==> src/rtl/ptr_just_det.sv <==
module ptr_just_det #(
  parameter int CNT_W   = 11,
  parameter int PTR_MAX = 782
) (
  input  logic             clk,
  input  logic             rst_n,
  input  logic             frame_stb,
  input  logic [7:0]       h1,
  input  logic [7:0]       h2,
  input  logic             cfg_sonet,
  input  logic             cfg_ss_en,
  input  logic [1:0]       cfg_ss_exp,
  input  logic             cfg_ais_auto,
  input  logic             cfg_ais_force,
  input  logic             snap_pos_wr,
  input  logic             snap_neg_wr,
  output logic             inc_pulse,
  output logic             dec_pulse,
  output logic [9:0]       acc_ptr,
  output logic             lop,
  output logic             ais_req,
  output logic [CNT_W-1:0] pos_snap,
  output logic [CNT_W-1:0] neg_snap
);
  localparam logic [9:0]       MAXP = 10'(PTR_MAX);
  localparam logic [CNT_W-1:0] SAT  = '1;

  logic [9:0] rx_ptr, diff;
  logic [3:0] n_i, n_d;
  logic       ss_ok, vote_inc, vote_dec, ev_inc, ev_dec;
  logic [CNT_W-1:0] pos_cnt, neg_cnt;

  assign rx_ptr = {h1[1:0], h2};
  assign diff   = rx_ptr ^ acc_ptr;
  assign ss_ok  = !cfg_ss_en || (h1[3:2] == cfg_ss_exp);

  always_comb begin
    n_i = '0;
    n_d = '0;
    for (int k = 0; k < 5; k++) begin
      n_i = n_i + 4'(diff[2*k+1]);
      n_d = n_d + 4'(diff[2*k]);
    end
  end

  assign vote_inc = cfg_sonet ? (n_i >= n_d + 4'd3) : (n_i >= 4'd3 && n_d <= 4'd2);
  assign vote_dec = cfg_sonet ? (n_d >= n_i + 4'd3) : (n_d >= 4'd3 && n_i <= 4'd2);
  assign ev_inc   = frame_stb && ss_ok && vote_inc;
  assign ev_dec   = frame_stb && ss_ok && vote_dec;
  assign ais_req  = cfg_ais_force || (cfg_ais_auto && lop);

  always_ff @(posedge clk or negedge rst_n) begin
    if (!rst_n) begin
      acc_ptr   <= '0;
      inc_pulse <= 1'b0;
      dec_pulse <= 1'b0;
      lop       <= 1'b0;
    end else begin
      inc_pulse <= ev_inc;
      dec_pulse <= ev_dec;
      if (ev_inc)
        acc_ptr <= (acc_ptr >= MAXP) ? 10'd0 : acc_ptr + 10'd1;
      else if (ev_dec)
        acc_ptr <= (acc_ptr == 10'd0) ? MAXP : acc_ptr - 10'd1;
      if (frame_stb)
        lop <= cfg_ss_en && (h1[3:2] != cfg_ss_exp);
    end
  end

  always_ff @(posedge clk or negedge rst_n) begin
    if (!rst_n) begin
      pos_cnt  <= '0;
      pos_snap <= '0;
    end else if (snap_pos_wr) begin
      pos_snap <= pos_cnt;
      pos_cnt  <= ev_inc ? CNT_W'(1) : '0;
    end else if (ev_inc && pos_cnt != SAT) begin
      pos_cnt <= pos_cnt + CNT_W'(1);
    end
  end

  always_ff @(posedge clk or negedge rst_n) begin
    if (!rst_n) begin
      neg_cnt  <= '0;
      neg_snap <= '0;
    end else if (snap_neg_wr) begin
      neg_snap <= neg_cnt;
      neg_cnt  <= ev_dec ? CNT_W'(1) : '0;
    end else if (ev_dec && neg_cnt != SAT) begin
      neg_cnt <= neg_cnt + CNT_W'(1);
    end
  end

  a_r5_ptr_range: assert property (@(posedge clk) disable iff (!rst_n)
    acc_ptr <= MAXP);
  a_r3_one_polarity: assert property (@(posedge clk) disable iff (!rst_n)
    !(inc_pulse && dec_pulse));
  a_r2_pulse_after_stb: assert property (@(posedge clk) disable iff (!rst_n)
    frame_stb == 1'b0 |=> !inc_pulse && !dec_pulse);
  a_r5_inc_step: assert property (@(posedge clk) disable iff (!rst_n)
    ev_inc |=> acc_ptr == (($past(acc_ptr) == MAXP) ? 10'd0 : $past(acc_ptr) + 10'd1));
  a_r5_dec_step: assert property (@(posedge clk) disable iff (!rst_n)
    ev_dec |=> acc_ptr == (($past(acc_ptr) == 10'd0) ? MAXP : $past(acc_ptr) - 10'd1));
  a_r5_hold_ptr: assert property (@(posedge clk) disable iff (!rst_n)
    !frame_stb |=> $stable(acc_ptr));
  a_r6_lop_hold: assert property (@(posedge clk) disable iff (!rst_n)
    !frame_stb |=> $stable(lop));
  a_r7_saturate: assert property (@(posedge clk) disable iff (!rst_n)
    (pos_cnt == SAT && !snap_pos_wr) |=> pos_cnt == SAT);
endmodule

==> config.mk <==
export PLATFORM = sky130hd
export DESIGN_NAME = ptr_just_det
export DESIGN_NICKNAME = d
export VERILOG_FILES = /design/src/rtl/ptr_just_det.sv
export SDC_FILE = /design/constraint.sdc
export NUM_CORES = 1
export LEC_CHECK = 0
export BUFFER_PORTS_ARGS = -buffer_cell sky130_fd_sc_hd__buf_2
export CAP_MARGIN = 20
export CORE_AREA = 2 2 86 88
export DETAILED_ROUTE_END_ITERATION = 6
export DIE_AREA = 0 0 88 90
export HOLD_SLACK_MARGIN = 0.08
export PLACE_DENSITY = 0.72
export SETUP_SLACK_MARGIN = 0.3
export SYNTH_ARGS = -nofsm -noshare
export SYNTH_HDL_FRONTEND = slang
export SYNTH_SLANG_ARGS = --single-unit
export TNS_END_PERCENT = 20
==> constraint.sdc <==
create_clock -name clk -period 8.8 [get_ports clk]
set_input_delay 2.64 -clock clk [delete_from_list [all_inputs] [get_ports clk]]
set_output_delay 2.64 -clock clk [all_outputs]
set_load 0.05 [all_outputs]
==> run metrics <==
critical path type=in -> reg; first-pass GRT wire length=12200 microns; final hold slack=0.502 ns; Compound-Gate Fraction of Synth Area=0.129; initial antenna violation count=0; asr flop ratio synth=1.00; via count=2723; Hold-fix buffers, CTS=0; area leader, netlist=dfrtp_1; CP arrival=6.36 ns; Post-DP HPWL=5120 microns; vias in the first global route=2579; final setup TNS=0 ns; Die H=90 microns; Port Buffers=58; crit path launch=h2[0]; post-synth cell types=57; drt wl/cell=14.7 microns; CTS tree=built; TritonRoute pass-1 iters=5; R2R Setup Slk=4.52 ns; area of the core=7020 sq um; CTS max path bufs=2; final net count=433; mux cell area share after synthesis=0.0722; post-route ant nets=0; clock latency on the worst-skew pair=0.34 ns; Slew Viols, Final=0; Crit Path Max Fanout=8; synth cell count leaders=57 x dfrtp_1, 29 x nor2_1, 22 x mux2_2, 19 x nand2_1, 18 x nand3_1; Ant. Diodes=0; Relative slew margins=0.526; WL final=7220 microns; Worst Hold Class=reg -> reg; # IOs=63; area grow syn2layout=16.3%; CTS clk-pin slew, worst paths=0.06 ns; Slew @ Worst Pin=0.712 ns; gpl congestion=0.912; syn avg cell area=10.3 sq um; fmax=163 MHz; reg2reg path depth=15; leakage=1.93 nW; routed vias/inst=5.55; Rows=31; Post-synth EDFFs=0; simple-gate share of the synthesized area=0.203; die area=7920 sq um; Initial Utilization=0.489; Critical Path End Type=flip-flop; count leader, synth=dfrtp_1; main combinational cell family by area after synthesis=simple AND/OR/NAND/NOR gates; PostCTS Resize Cnt=0; Synth Area in Adders=0.0824; # DRC=0; total track usage=0.196; Setup Skew=0.00765 ns; Clock Root Buffer=clkbuf_8; Mapped Area=3430 sq um; sequential element share of the synthesized area=0.416; number of fill cells in the layout=627; startpoint types=input pin; Seq cells post-synth=57; ys flop type=dfrtp_1; Area contributors post-synth=dfrtp_1 42%, mux2_2 7.2%, ha_1 4.7%; PwrDens=436 nW/um^2; RSZ-0062 raised after global routing=no; Hold Violations, Final=0; minimum clock period=6.13 ns; H-tree depth=3; clock sinks=57; worst r2r src=acc_ptr[0]$_DFFE_PN0P_; worst hold stages=1; max cap viols=0; Tcrit/Tclk final=0.697; Synthesized Nets=378; Cells after Synth=332; Worst VDD drop=0.261 mV; top cell type's share of synthesized area=0.416; share of layout cells above drive strength 1=0.304; post-synthesis xor/xnor area fraction=0.0613; Worst Hold Launch=neg_snap[6]$_DFFE_PN0P_; die width=88 microns; TritonCTS Buffers=9; Final Setup Violations=0; status=complete, no violations; largest net degree at the start of global routing=58; postcts setup bufs=0; initial detailed-routing violation count=177; Worst EP required=9.02 ns; GRT overflow=0; yosys warns=0
## critical path, stage by stage
cell and delay [ns]:
buf_2 0.10, xnor2_1 0.14, fa_1 0.54, inv_1 0.06, fa_1 0.44, ha_1 0.35
inv_1 0.06, ha_1 0.18, xor2_1 0.15, ha_1 0.31, a21o_1 0.17, a31oi_2 0.24
o22a_1 0.37, nor3_4 0.12, a22o_1 0.20, a211o_1 0.29
## report_power, final
| part | internal [mW] | switching [mW] | total (mW) |
|---|---|---|---|
| logic | 0.425 | 0.696 | 1.12 |
| clock network | 0.158 | 0.104 | 0.262 |
| registers | 0.296 | 0.0607 | 0.356 |
| total | 0.879 | 0.861 | 1.74 |
## final timing paths
kind,endpoint
worst max-delay path,acc_ptr[9]$_DFFE_PN0P_
worst min-delay path,neg_snap[6]$_DFFE_PN0P_
worst max register to register,acc_ptr[9]$_DFFE_PN0P_
worst min register to register,neg_snap[6]$_DFFE_PN0P_
max in group asynchronous,acc_ptr[7]$_DFFE_PN0P_
min in group asynchronous,pos_snap[3]$_DFFE_PN0P_
## final cells by class
type                       count  area (sq um)  share of cell area
tap                           99           124              0.0311
multi-input combinational    246          1880               0.471
inverter                      14          52.6              0.0132
sequential                    57          1430               0.358
clock buffer                  10           128              0.0320
timing repair buffer          59           298              0.0747
clock inverter                 6          82.6              0.0207
## metrics by stage
step | std cells | setup WS [ns] | total power [mW] | instance area (sq um) | utilization
CTS | 491 | 2.68 | 1.75 | 3990 | 0.568
detailed placement | 475 | 2.32 | 1.48 | 3780 | 0.538
global route | 491 | 2.51 | 1.88 | 3990 | 0.568
finish | 491 | 2.67 | 1.74 | 3990 | 0.568
floorplan | 332 | 2.74 | 1.26 | 3430 | -
global placement | 475 | 2.38 | 1.45 | 3780 | 0.538
## cells by family after synthesis
family	Yosys count
xor gates and xnor gates	24
AOI/OAI and AO/OA	63
buffers and inverters	29
adders and majority gates	19
muxes	22
DFF	57
and+or+nand+nor	118
## per-layer routing
metal,global-route usage,routed length [microns],share of wire
met1,0.265,3330,0.46
met2,0.297,3410,0.47
met3,0.0606,438,0.061
met4,0.0654,46,0.0064
met5,0,0,0
## flip-flops by register name (all words and copies together), names as in the netlist
name	flops
acc_ptr	10
dec_pulse	1
inc_pulse	1
lop	1
neg_cnt	11
neg_snap	11
pos_cnt	11
pos_snap	11
## cells in the final DEF, fill, tap and decap left out, types with 2 or more instances in the layout
master,instances
a211oi_1,2
a21o_1,3
a21oi_1,13
a22o_1,2
a31oi_1,3
a41oi_1,2
and3_1,7
and3_4,3
and4_1,2
buf_2,58
bufinv_16,2
clkbuf_8,9
clkinv_2,3
dfrtp_1,57
fa_1,6
ha_1,13
inv_1,11
inv_2,3
mux2_2,22
nand2_1,19
nand2_2,3
nand3_1,18
nand3b_1,3
nand4_1,6
nor2_1,29
nor3_1,4
nor3_4,2
nor4_1,4
o211ai_1,5
o21ai_0,7
o21ai_1,10
o22a_1,2
or3_1,9
xnor2_1,13
xor2_1,11
(Power assumes the default switching activity.)
